File: src/rtl/txf_pkg.sv
package txf_pkg;

    typedef enum logic [1:0] {
        LV_EMPTY = 2'd0,
        LV_PART  = 2'd1,
        LV_FULL  = 2'd2
    } lvl_state_t;

    localparam int REG_W   = 16;
    localparam int WM_W    = 3;
    localparam int FREE_W  = 5;
    localparam int WM_LSB  = 13;
    localparam int FREE_LSB = 8;

    localparam logic [WM_W-1:0] WM_ALL  = 3'b000;
    localparam logic [WM_W-1:0] WM_3Q   = 3'b100;
    localparam logic [WM_W-1:0] WM_HALF = 3'b101;
    localparam logic [WM_W-1:0] WM_1Q   = 3'b110;
    localparam logic [WM_W-1:0] WM_ANY  = 3'b111;

endpackage

File: src/rtl/txf_store.sv
module txf_store #(
    parameter int DATA_W = 32,
    parameter int DEPTH  = 16
) (
    input  logic              clk,
    input  logic              rst_n,
    input  logic              push_ok,
    input  logic              pop_ok,
    input  logic [DATA_W-1:0] wdata,
    output logic [DATA_W-1:0] head
);
    localparam int PTR_W = $clog2(DEPTH);

    logic [DATA_W-1:0] mem [DEPTH];
    logic [PTR_W-1:0]  wr_ptr;
    logic [PTR_W-1:0]  rd_ptr;

    function automatic logic [PTR_W-1:0] bump(input logic [PTR_W-1:0] p);
        if (int'(p) == DEPTH - 1) begin
            return '0;
        end
        return p + 1'b1;
    endfunction

    always_ff @(posedge clk) begin
        if (!rst_n) begin
            wr_ptr <= '0;
            rd_ptr <= '0;
        end else begin
            if (push_ok) begin
                wr_ptr <= bump(wr_ptr);
            end
            if (pop_ok) begin
                rd_ptr <= bump(rd_ptr);
            end
        end
    end

    always_ff @(posedge clk) begin
        if (push_ok) begin
            mem[wr_ptr] <= wdata;
        end
    end

    assign head = mem[rd_ptr];
endmodule

File: src/rtl/txf_level.sv
module txf_level
    import txf_pkg::*;
#(
    parameter int DEPTH = 16,
    localparam int CNT_W = $clog2(DEPTH + 1)
) (
    input  logic             clk,
    input  logic             rst_n,
    input  logic             push,
    input  logic             pop,
    output logic             push_ok,
    output logic             pop_ok,
    output logic             ovf_evt,
    output logic             udf_evt,
    output logic [CNT_W-1:0] free_cnt
);
    lvl_state_t       state_q;
    lvl_state_t       state_d;
    logic [CNT_W-1:0] free_d;

    // state register and free counter
    always_ff @(posedge clk) begin
        if (!rst_n) begin
            state_q  <= LV_EMPTY;
            free_cnt <= CNT_W'(DEPTH);
        end else begin
            state_q  <= state_d;
            free_cnt <= free_d;
        end
    end

    // outputs, next state and next count
    always_comb begin
        push_ok = push && (state_q != LV_FULL);
        pop_ok  = pop && (state_q != LV_EMPTY);
        ovf_evt = push && (state_q == LV_FULL);
        udf_evt = pop && (state_q == LV_EMPTY);
        free_d  = free_cnt;
        state_d = state_q;
        if (push_ok && !pop_ok) begin
            free_d = free_cnt - 1'b1;
        end else if (pop_ok && !push_ok) begin
            free_d = free_cnt + 1'b1;
        end
        unique case (state_q)
            LV_EMPTY: begin
                // T_FILL_START
                if (push_ok) begin
                    state_d = (DEPTH == 1) ? LV_FULL : LV_PART;
                end
            end
            LV_PART: begin
                if (push_ok && !pop_ok && free_cnt == CNT_W'(1)) begin
                    state_d = LV_FULL;          // T_FILL_TOP
                end else if (pop_ok && !push_ok && free_cnt == CNT_W'(DEPTH - 1)) begin
                    state_d = LV_EMPTY;         // T_DRAIN_END
                end
            end
            LV_FULL: begin
                // T_DRAIN_TOP
                if (pop_ok) begin
                    state_d = (DEPTH == 1) ? LV_EMPTY : LV_PART;
                end
            end
            default: state_d = LV_EMPTY;
        endcase
    end
endmodule

File: src/rtl/txf_reqgen.sv
module txf_reqgen
    import txf_pkg::*;
#(
    parameter int DEPTH = 16,
    localparam int CNT_W = $clog2(DEPTH + 1)
) (
    input  logic [WM_W-1:0]  wm_code,
    input  logic [CNT_W-1:0] free_cnt,
    output logic             req
);
    localparam logic [CNT_W-1:0] THR_ALL  = CNT_W'(DEPTH);
    localparam logic [CNT_W-1:0] THR_3Q   = CNT_W'((DEPTH * 3) / 4);
    localparam logic [CNT_W-1:0] THR_HALF = CNT_W'(DEPTH / 2);
    localparam logic [CNT_W-1:0] THR_1Q   = CNT_W'(DEPTH / 4);
    localparam logic [CNT_W-1:0] THR_ANY  = CNT_W'(1);

    logic [CNT_W-1:0] thr;

    always_comb begin
        unique case (wm_code)
            WM_3Q:   thr = THR_3Q;
            WM_HALF: thr = THR_HALF;
            WM_1Q:   thr = THR_1Q;
            WM_ANY:  thr = THR_ANY;
            default: thr = THR_ALL;   // 000 and the prohibited codes
        endcase
    end

    assign req = (free_cnt >= thr);
endmodule

File: src/rtl/txfifo_wm.sv
module txfifo_wm
    import txf_pkg::*;
#(
    parameter int DATA_W = 32,
    parameter int DEPTH  = 16
) (
    input  logic              clk,
    input  logic              rst_n,
    input  logic              push,
    input  logic [DATA_W-1:0] push_data,
    input  logic              pop,
    output logic [DATA_W-1:0] pop_data,
    input  logic              reg_addr,
    input  logic              reg_wr,
    input  logic [15:0]       reg_wdata,
    output logic [15:0]       reg_rdata,
    output logic              data_req
);
    localparam int CNT_W = $clog2(DEPTH + 1);

    logic             push_ok;
    logic             pop_ok;
    logic             ovf_evt;
    logic             udf_evt;
    logic [CNT_W-1:0] free_cnt;
    logic [WM_W-1:0]  wm_q;
    logic             ovf_q;
    logic             udf_q;

    txf_level #(.DEPTH(DEPTH)) level_i (
        .clk(clk), .rst_n(rst_n), .push(push), .pop(pop),
        .push_ok(push_ok), .pop_ok(pop_ok),
        .ovf_evt(ovf_evt), .udf_evt(udf_evt), .free_cnt(free_cnt)
    );

    txf_store #(.DATA_W(DATA_W), .DEPTH(DEPTH)) store_i (
        .clk(clk), .rst_n(rst_n), .push_ok(push_ok), .pop_ok(pop_ok),
        .wdata(push_data), .head(pop_data)
    );

    txf_reqgen #(.DEPTH(DEPTH)) req_i (
        .wm_code(wm_q), .free_cnt(free_cnt), .req(data_req)
    );

    always_ff @(posedge clk) begin
        if (!rst_n) begin
            wm_q  <= WM_ALL;
            ovf_q <= 1'b0;
            udf_q <= 1'b0;
        end else begin
            if (reg_wr && !reg_addr) begin
                wm_q <= reg_wdata[WM_LSB +: WM_W];
            end
            if (ovf_evt) begin
                ovf_q <= 1'b1;
            end
            if (udf_evt) begin
                udf_q <= 1'b1;
            end
        end
    end

    always_comb begin
        reg_rdata = '0;
        if (!reg_addr) begin
            reg_rdata[WM_LSB +: WM_W]     = wm_q;
            reg_rdata[FREE_LSB +: FREE_W] = FREE_W'(free_cnt);
        end else begin
            reg_rdata[0] = data_req;
            reg_rdata[1] = ovf_q;
            reg_rdata[2] = udf_q;
        end
    end
endmodule

File: config.mk
export PLATFORM = sky130hd
export DESIGN_NAME = txfifo_wm
export DESIGN_NICKNAME = d
export VERILOG_FILES = /design/src/rtl/txf_pkg.sv /design/src/rtl/txf_store.sv /design/src/rtl/txf_level.sv /design/src/rtl/txf_reqgen.sv /design/src/rtl/txfifo_wm.sv
export SDC_FILE = /design/constraint.sdc
export NUM_CORES = 1
export LEC_CHECK = 0
export BUFFER_PORTS_ARGS = -buffer_cell sky130_fd_sc_hd__clkbuf_2
export CORE_MARGIN = 4
export CORE_UTILIZATION = 55
export DETAILED_ROUTE_END_ITERATION = 7
export PLACE_DENSITY_LB_ADDON = 0.08
export SETUP_SLACK_MARGIN = 0.4
export SYNTH_ARGS = -nofsm -noshare
export SYNTH_HDL_FRONTEND = slang
export SYNTH_SLANG_ARGS = --single-unit
File: constraint.sdc
create_clock -name clk -period 8.4 [get_ports clk]
set_input_delay 1.68 -clock clk [delete_from_list [all_inputs] [get_ports clk]]
set_output_delay 1.68 -clock clk [all_outputs]
set_load 0.1 [all_outputs]
==> flow_summary.json <==
{
  "status": "finished clean",
  "setup_tns_ns": 0,
  "top_layer": "met5",
  "finalPower_mw": 5.55,
  "cts_root_buf": "clkbuf_16",
  "cts_buffers": 52,
  "antenna_left": 0,
  "synth_cell_types": 42,
  "start_util": 0.559,
  "cts-hold-fix-buffers": 0,
  "worst_clock_skew_ns": 0.00860,
  "rsz0062_at_grt": "false",
  "synth_edf_count": 512,
  "crit_path_start_kind": "flop",
  "cts_resized": 0,
  "routed_wl_mm": 40.3,
  "critical_path_arrival_ns": 3.46,
  "endpoint_kind": "primary output",
  "grt_pass1_vias": 9828,
  "drt_iter0_markers": 889,
  "gp_congestion": 0.697,
  "die_w_um": 201,
  "syn_area_per_cell_um2": 21.4,
  "ys_seq_area_frac": 0.771,
  "yosys.area.top_type": "edfxtp_1",
  "r2r_end": "store_i.mem[7][19]$_DFFE_PP_",
  "post_cts_buffers": 0,
  "grt_util_all_layers": 0.202,
  "tightest_slew_ns": 1.16,
  "regArea_um2": 15900,
  "clock_sinks": 536,
  "syn-instance-count": 960,
  "crit_fanout": 99,
  "required_ns": 6.72,
  "clock_path_buffers": 3,
  "multi_input_area_um2": 4480,
  "fin_crit_ns": 5.14,
  "clock_latency_ns": 0.57,
  "critPathKind": "flop to primary output",
  "fin_crit_sh": 0.612,
  "die_h_um": 201,
  "first_pass_iters": 5,
  "yosys_most_used_dff": "edfxtp_1",
  "reg2reg_depth": 4,
  "max_freq_ghz": 0.195,
  "final_max_slew_viol_count": 0,
  "r2r_slack_ns": 5.79,
  "hold_class": "flop to flop",
  "drc_errors": 0,
  "io_buffers": 84,
  "grt_overflow": 0,
  "yosysTopAreaCellShare": 0.747,
  "cellPowerDensity_nw_per_um2": 240,
  "regToRegStartpoint": "level_i.state_q[0]$_SDFFE_PN0P_",
  "relSlewSlack": 0.226,
  "h-tree-depth": 2,
  "hpwl_mm": 20.3,
  "synth_seq_cells": 536,
  "grt_max_degree": 100,
  "hold_viol": 0,
  "pin_count": 103,
  "vias_per_cell": 6.08,
  "worstSetupEndpoint": "pop_data[0]",
  "routedWlPerCell_um": 25.7,
  "ys_async_sr_fraction": 0,
  "drv_cap": 0,
  "areaGrowthSynthToFinish_pct": 12.2,
  "wl_met3_mm": 2.56,
  "leakage_nw": 7.44,
  "placed_cell_area_um2": 21500,
  "cts_tree": "built",
  "clk_pin_slew_worst_paths_ns": 0.06,
  "dr_total_vias": 9530,
  "synthesis.area_um2": 20600,
  "ys_top_cells_by_area": "edfxtp_1, mux4_2, dfxtp_1, a22oi_1, ha_1",
  "layout.nets": 1132,
  "core_area_um2": 36800,
  "antenna_found_initial": 1,
  "grt_pass1_wl_mm": 62.0,
  "dieArea_um2": 40600,
  "wl_met1_mm": 17.6,
  "peakVddDrop_uv": 171,
  "rows": 70,
  "setup_viol": 0,
  "wl_met2_mm": 19.4,
  "drive_gt1_frac": 0.289,
  "yosys_warnings": 0,
  "nFillCells": 2547,
  "postLayoutCellArea_um2": 23100
}
[per-stage QoR]
step | hold WS, ns | instances | util | worst slack, ns
after floorplan | 0.450 | 964 | - | 2.56
after global placement | 0.471 | 1477 | 0.585 | 3.70
after detailed placement | 0.474 | 1477 | 0.585 | 3.73
after CTS | 0.488 | 1567 | 0.628 | 3.12
after global routing | 0.518 | 1567 | 0.628 | 2.94
final | 0.482 | 1568 | 0.628 | 3.26
[state kept, by name, indices dropped and copies added, names as in the netlist, named ones only]
| name | cells |
|---|---|
| store_i.mem | 512 |
| level_i.free_cnt | 5 |
| store_i.rd_ptr | 4 |
| store_i.wr_ptr | 4 |
| wm_q | 3 |
| level_i.state_q | 2 |
| ovf_q | 1 |
| udf_q | 1 |
[synthesized netlist by cell type, types with 2 or more instances]
cell type    n
xnor2_1      4
dfxtp_1     24
o21ai_0      2
buf_2        9
a22oi_1     64
nor3b_1      2
a21boi_0     4
and3_1       3
and4_1       4
buf_4       14
or3b_2       2
ha_1        15
o211a_1      2
nand3_1      5
and2_1      20
nand2_1     46
mux2i_1      5
nand2b_1     3
a21oi_1      5
nor2_1      11
nor2b_1     15
edfxtp_1   512
nor3_1       4
inv_1        9
clkbuf_1    24
mux4_2     128
buf_1        8
o22ai_1      2
[where the power goes]
group | internal [mW] | leakage, nW | switching, mW | total (mW)
Clock | 1.24 | 0.762 | 0.923 | 2.16
Sequential | 2.96 | 4.82 | 0.0224 | 2.98
Combinational | 0.111 | 1.85 | 0.296 | 0.407
Total | 4.31 | 7.44 | 1.24 | 5.55
[cells in the final DEF (no fill, tap or decap), types with 6 or more instances in the layout]
| master | netlist | routed |
|---|---|---|
| a22oi_1 | 64 | 64 |
| and2_1 | 20 | 8 |
| and2_2 | 0 | 12 |
| buf_4 | 14 | 16 |
| clkbuf_1 | 24 | 11 |
| clkbuf_16 | 0 | 53 |
| clkbuf_2 | 1 | 84 |
| clkinv_1 | 0 | 14 |
| clkinv_2 | 0 | 6 |
| dfxtp_1 | 24 | 22 |
| edfxtp_1 | 512 | 512 |
| ha_1 | 15 | 15 |
| inv_1 | 9 | 9 |
| mux4_2 | 128 | 128 |
| nand2_1 | 46 | 46 |
| nor2_1 | 11 | 10 |
| nor2b_1 | 15 | 13 |
[layout make-up]
class,instances,share of cell area
Clock buffer,64,0.0592
Multi-Input combinational cell,363,0.194
Inverter,9,0.00146
Timing Repair Buffer,101,0.0243
Sequential cell,536,0.687
Clock inverter,26,0.00856
Tap cell,468,0.0254
Antenna cell,1,0.000108
[routing by layer]
metal  vias to the layer above  GRT usage
met5                         -          0
met1                      5003      0.306
met3                        57     0.0346
met4                         2     0.0481
met2                       287      0.317
li1                       4181          -
[worst max-delay path: stages (launching register included)]
cell and delay, ns:
dfxtp_4 0.75, buf_12 0.66, mux4_2 0.59, a22oi_1 0.21, nand2_1 0.16, clkbuf_2 0.41
[worst min path at each step]
stage,end,depth (start not counted),start
5_1_grt,ovf_q$_SDFFE_PN0P_,2,ovf_q$_SDFFE_PN0P_
3_5_place_dp,ovf_q$_SDFFE_PN0P_,2,ovf_q$_SDFFE_PN0P_
3_3_place_gp,ovf_q$_SDFFE_PN0P_,2,ovf_q$_SDFFE_PN0P_
2_1_floorplan,udf_q$_SDFFE_PN0P_,2,udf_q$_SDFFE_PN0P_
4_1_cts,ovf_q$_SDFFE_PN0P_,2,ovf_q$_SDFFE_PN0P_
6_report,ovf_q$_SDFFE_PN0P_,2,ovf_q$_SDFFE_PN0P_
[cells by family after synthesis]
logic type / Yosys count / share of synthesized area
buffers and inverters: 65 / 0.0150
AO/OA/AOI/OAI: 87 / 0.0310
adder cells (fa/ha/maj): 15 / 0.00912
other: 1 / 0.000182
XOR/XNOR: 5 / 0.00213
AND/OR/NAND/NOR: 118 / 0.0296
flip-flops: 536 / 0.771
multiplexers: 133 / 0.143
Note: power is estimated with default switching activity, not from simulation.
